<file path="src/rtl/prefix_bitops_unit.sv">
module prefix_bitops_unit #(
  parameter int          DW          = 8,
  parameter logic [2:0]  MEM_SEL     = 3'b110,
  parameter int          CYC_REG     = 2,
  parameter int          CYC_MEM_TST = 3,
  parameter int          CYC_MEM_RMW = 4,
  parameter int          CW          = 3
) (
  input  logic [7:0]    op_byte,
  input  logic [DW-1:0] operand,
  input  logic [3:0]    flags_in,
  output logic [DW-1:0] result,
  output logic          wr_en,
  output logic [3:0]    flags_out,
  output logic [3:0]    flag_keep,
  output logic [CW-1:0] cycles,
  output logic [2:0]    sel_reg,
  output logic          sel_mem
);
  localparam int HALF = DW / 2;

  logic [1:0]    grp;
  logic [2:0]    fld;
  logic [DW-1:0] bmask;
  logic [DW-1:0] res_c;
  logic          cout;
  logic [3:0]    fl_c;
  logic [3:0]    keep_c;

  assign grp     = op_byte[7:6];
  assign fld     = op_byte[5:3];
  assign sel_reg = op_byte[2:0];
  assign sel_mem = (sel_reg == MEM_SEL);
  assign bmask   = DW'(1) << fld;

  always_comb begin
    res_c  = operand;
    cout   = flags_in[0];
    fl_c   = flags_in;
    keep_c = 4'b1111;
    case (grp)
      2'b00: begin
        case (fld)
          3'd0: begin res_c = {operand[DW-2:0], operand[DW-1]}; cout = operand[DW-1]; end
          3'd1: begin res_c = {operand[0], operand[DW-1:1]};    cout = operand[0];    end
          3'd2: begin res_c = {operand[DW-2:0], flags_in[0]};   cout = operand[DW-1]; end
          3'd3: begin res_c = {flags_in[0], operand[DW-1:1]};   cout = operand[0];    end
          3'd4: begin res_c = {operand[DW-2:0], 1'b0};          cout = operand[DW-1]; end
          3'd5: begin res_c = {operand[DW-1], operand[DW-1:1]}; cout = operand[0];    end
          3'd6: begin res_c = {operand[HALF-1:0], operand[DW-1:HALF]}; cout = 1'b0;   end
          default: begin res_c = {1'b0, operand[DW-1:1]};      cout = operand[0];    end
        endcase
        fl_c   = {res_c == '0, 1'b0, 1'b0, cout};
        keep_c = 4'b0000;
      end
      2'b01: begin
        fl_c   = {(operand & bmask) == '0, 1'b0, 1'b1, flags_in[0]};
        keep_c = 4'b0001;
      end
      2'b10: res_c = operand & ~bmask;
      default: res_c = operand | bmask;
    endcase

    if (grp == 2'b01) begin
      a_r7_test_no_write: assert (res_c == operand && fl_c[2:1] == 2'b01 && fl_c[0] == flags_in[0])
        else $error("bit test altered operand or flags");
    end
    if (grp[1]) begin
      a_r8_single_bit: assert (((res_c ^ operand) & ~bmask) == '0 && fl_c == flags_in)
        else $error("bit clear/set touched other bits or flags");
    end
    if (grp == 2'b00 && fld == 3'd6) begin
      a_r5_swap_popcount: assert ($countones(res_c) == $countones(operand) && !fl_c[0])
        else $error("nibble swap lost bits or kept carry");
    end
    for (int i = 0; i < 4; i++) begin
      if (keep_c[i]) begin
        a_r6_keep_mask: assert (fl_c[i] == flags_in[i]) else $error("kept flag changed");
      end
    end
  end

  assign result    = res_c;
  assign flags_out = fl_c;
  assign flag_keep = keep_c;
  assign wr_en     = (grp != 2'b01);
  assign cycles    = !sel_mem ? CW'(CYC_REG) :
                     (grp == 2'b01) ? CW'(CYC_MEM_TST) : CW'(CYC_MEM_RMW);

  always_comb begin
    a_r10_cycle_range: assert (cycles >= CW'(CYC_REG) && cycles <= CW'(CYC_MEM_RMW) &&
                               (sel_mem || cycles == CW'(CYC_REG)))
      else $error("cycle count out of range");
    a_r9_write_vs_keep: assert (wr_en || flag_keep == 4'b0001)
      else $error("no write outside bit test");
  end
endmodule

</file>
<file path="config.mk">
export PLATFORM = sky130hd
export DESIGN_NAME = prefix_bitops_unit
export DESIGN_NICKNAME = d
export VERILOG_FILES = /design/src/rtl/prefix_bitops_unit.sv
export SDC_FILE = /design/constraint.sdc
export NUM_CORES = 1
export LEC_CHECK = 0
export BUFFER_PORTS_ARGS = -buffer_cell sky130_fd_sc_hd__buf_2
export CORE_MARGIN = 2
export CORE_UTILIZATION = 47
export DETAILED_ROUTE_END_ITERATION = 7
export GPL_TIMING_DRIVEN = 0
export PLACE_DENSITY = 0.84
export SLEW_MARGIN = 15
export SYNTH_ARGS = -nofsm -noshare
export SYNTH_HDL_FRONTEND = slang
export SYNTH_SLANG_ARGS = --single-unit
export TNS_END_PERCENT = 5
</file>
<file path="constraint.sdc">
create_clock -name vclk -period 2.32
set_input_delay 0.464 -clock vclk [all_inputs]
set_output_delay 0.464 -clock vclk [all_outputs]
set_load 0.01 [all_outputs]
</file>
==> reports/results.txt <==
Final ANT Viol Nets - 0
antenna violations before repair - 0
most used routing layer - met2
cell area after synthesis - 782 um^2
DRC viols - 0
DR vias/cell - 6.74
crit path to - flags_out[3]
PortBufs - 41
dpl hpwl - 2080 um
Synth Warn # - 0
syn avg cell area - 6.16 um^2
most common cell in the synthesized netlist - nand2_1
CP Class - primary input to primary output
top area cells in the synthesized netlist - o311ai_0 6.7%, nand2b_1 6.4%, o21ai_0 6.4%
Final setup viols - 1
final hold slack - 1.20 ns
Post-Layout Cell Count - 184
Arr. time, crit path - 1.91 ns
seq_cells - 0
max-slew violations - 0
final worst slack - -0.0560 ns
Yosys cell types - 37
GR Layer Usage met2 - 49.6%
Layout Nets - 190
fill count - 143
Antenna diodes - 0
RSZ-0062 raised after global routing - true
DR pass1 iterations - 5
pin count of the biggest net entering global routing - 11
Reg area - 0 um^2
initial DRC count - 52
Core Rows - 14
Ports - 44
first-pass GRT wire length - 4380 um
Final Hold Fails - 0
final critical-path share of the clock period - 102%
most instantiated cells after synthesis - 13 x nand2_1, 10 x nor2_1, 10 x o21ai_0
Global Route met3 Usage - 3.20%
critical-path maximum fanout - 10
Tightest Pin Transition - 0.457 ns
Fmax - 0.421 GHz
crit end category - primary output
met1 Track Usage GR - 35.7%
placed insts - 184
sequential area share after synthesis - 0%
chip height - 44.8 um
number of global-route vias before repair - 980
cell taking the most area after synthesis - o311ai_0
Worst setup SP type - primary input
core area - 1540 um^2
die area - 2010 um^2
Mapped Nets - 147
Synth-to-Final Area Change - 36.5%
post-layout total power - 0.219 mW
detailed-route via count - 1,240
Starting Density - 50.7%
Routed WL - 3010 um
outcome - finished, violations left
DR WL/cell - 16.4 um
Synth Instances - 127
share of cells above drive strength 1 - 37.5%
GR Util All Layers - 28.1%
share of the synthesized area in the top cell type - 6.72%
Slew headroom - 69.5%
clk_buf instances - 0
final core occ - 69.2%
Leak - 0.489 nW
Die X - 44.8 um
GP Congestion - 0.963
CP startpoint - op_byte[4]
grt ovf - 0
Worst VDD drop - 0.000120 V
power per cell area - 205 nW/um^2
worst hold path type - primary input to primary output
max-cap check violation count - 0
fin crit period - 2.38 ns
failing checks - negative setup slack
Critical Path RT - 1.86 ns
dpl ws - -0.232 ns
## critical path, cell delays in order
cell	delay, ns
buf_2	0.10
buf_4	0.16
clkbuf_8	0.16
and3_1	0.17
o31ai_4	0.27
o211ai_1	0.15
o31ai_2	0.27
buf_2	0.17
## logic make-up (layout without fill, tap and decap cells)
kind of cell	after synthesis	in the layout	share of synthesized area, %
and+or+nand+nor	57	57	38.4
AOI/OAI and AO/OA	45	45	42.1
muxes	2	2	4.80
buffers and inverters	23	64	14.7
## routing by layer
metal,part of all wire [%],wire (um),vias to the layer above
met2,48,1440,110
met5,0,0,-
met4,2.0,60,0
met3,14,423,7
met1,36,1090,559
li1,-,-,564
## layout make-up
type	instances	area, um^2	area share [%]
tap	16	20.0	1.88
inverter	4	16.3	1.52
buffer	19	121	11.4
timing repair buffer	41	224	21.0
multi-input combinational	104	686	64.2
## report_power, final
part | switching (mW) | total (mW) | internal (mW)
clock network | 0 | 0 | 0
logic | 0.124 | 0.219 | 0.0947
registers | 0 | 0 | 0
## how the worst min path moves through the flow
stage,startpoint,endpoint,slack (ns),depth (start not counted)
final,op_byte[0],cycles[0],1.20,3
after global routing,op_byte[0],sel_mem,1.22,3
after CTS,op_byte[0],cycles[0],1.20,3
after detailed placement,op_byte[0],cycles[0],1.20,3
after global placement,op_byte[0],cycles[0],1.19,3
after floorplan,op_byte[0],sel_mem,0.98,1
## stage by stage
stage	instance area, um^2	TNS, ns
6_report	1070	-0.0560
2_1_floorplan	782	0
3_5_place_dp	1010	-0.245
4_1_cts	1060	-0.0521
3_3_place_gp	1010	-0.195
5_1_grt	1070	-0.104
## cell usage in the layout (no fill, tap or decap), drive strengths merged, types with 2 or more instances in the layout
| cell type | instances |
|---|---|
| a32oi | 2 |
| nand2b | 9 |
| nand2 | 13 |
| inv | 3 |
| o311ai | 6 |
| clkbuf | 10 |
| nor2 | 10 |
| a21boi | 4 |
| nand3b | 2 |
| o211ai | 6 |
| a311oi | 2 |
| o31ai | 3 |
| nand3 | 2 |
| o221ai | 2 |
| a221o | 2 |
| o21ai | 10 |
| nor4 | 2 |
| nor3 | 6 |
| a211oi | 2 |
| and2 | 3 |
| and3 | 5 |
| and3b | 2 |
| a21oi | 2 |
| buf | 49 |
## timing repair
item / 4_1_cts / 5_1_grt
endpoints found under the setup margin: 3 / 5
hold buffers: 0 / 0
pin swaps: 3 / 0
buffers inserted: 0 / 0
resized for setup: 15 / 8
(Power assumes the default switching activity.)
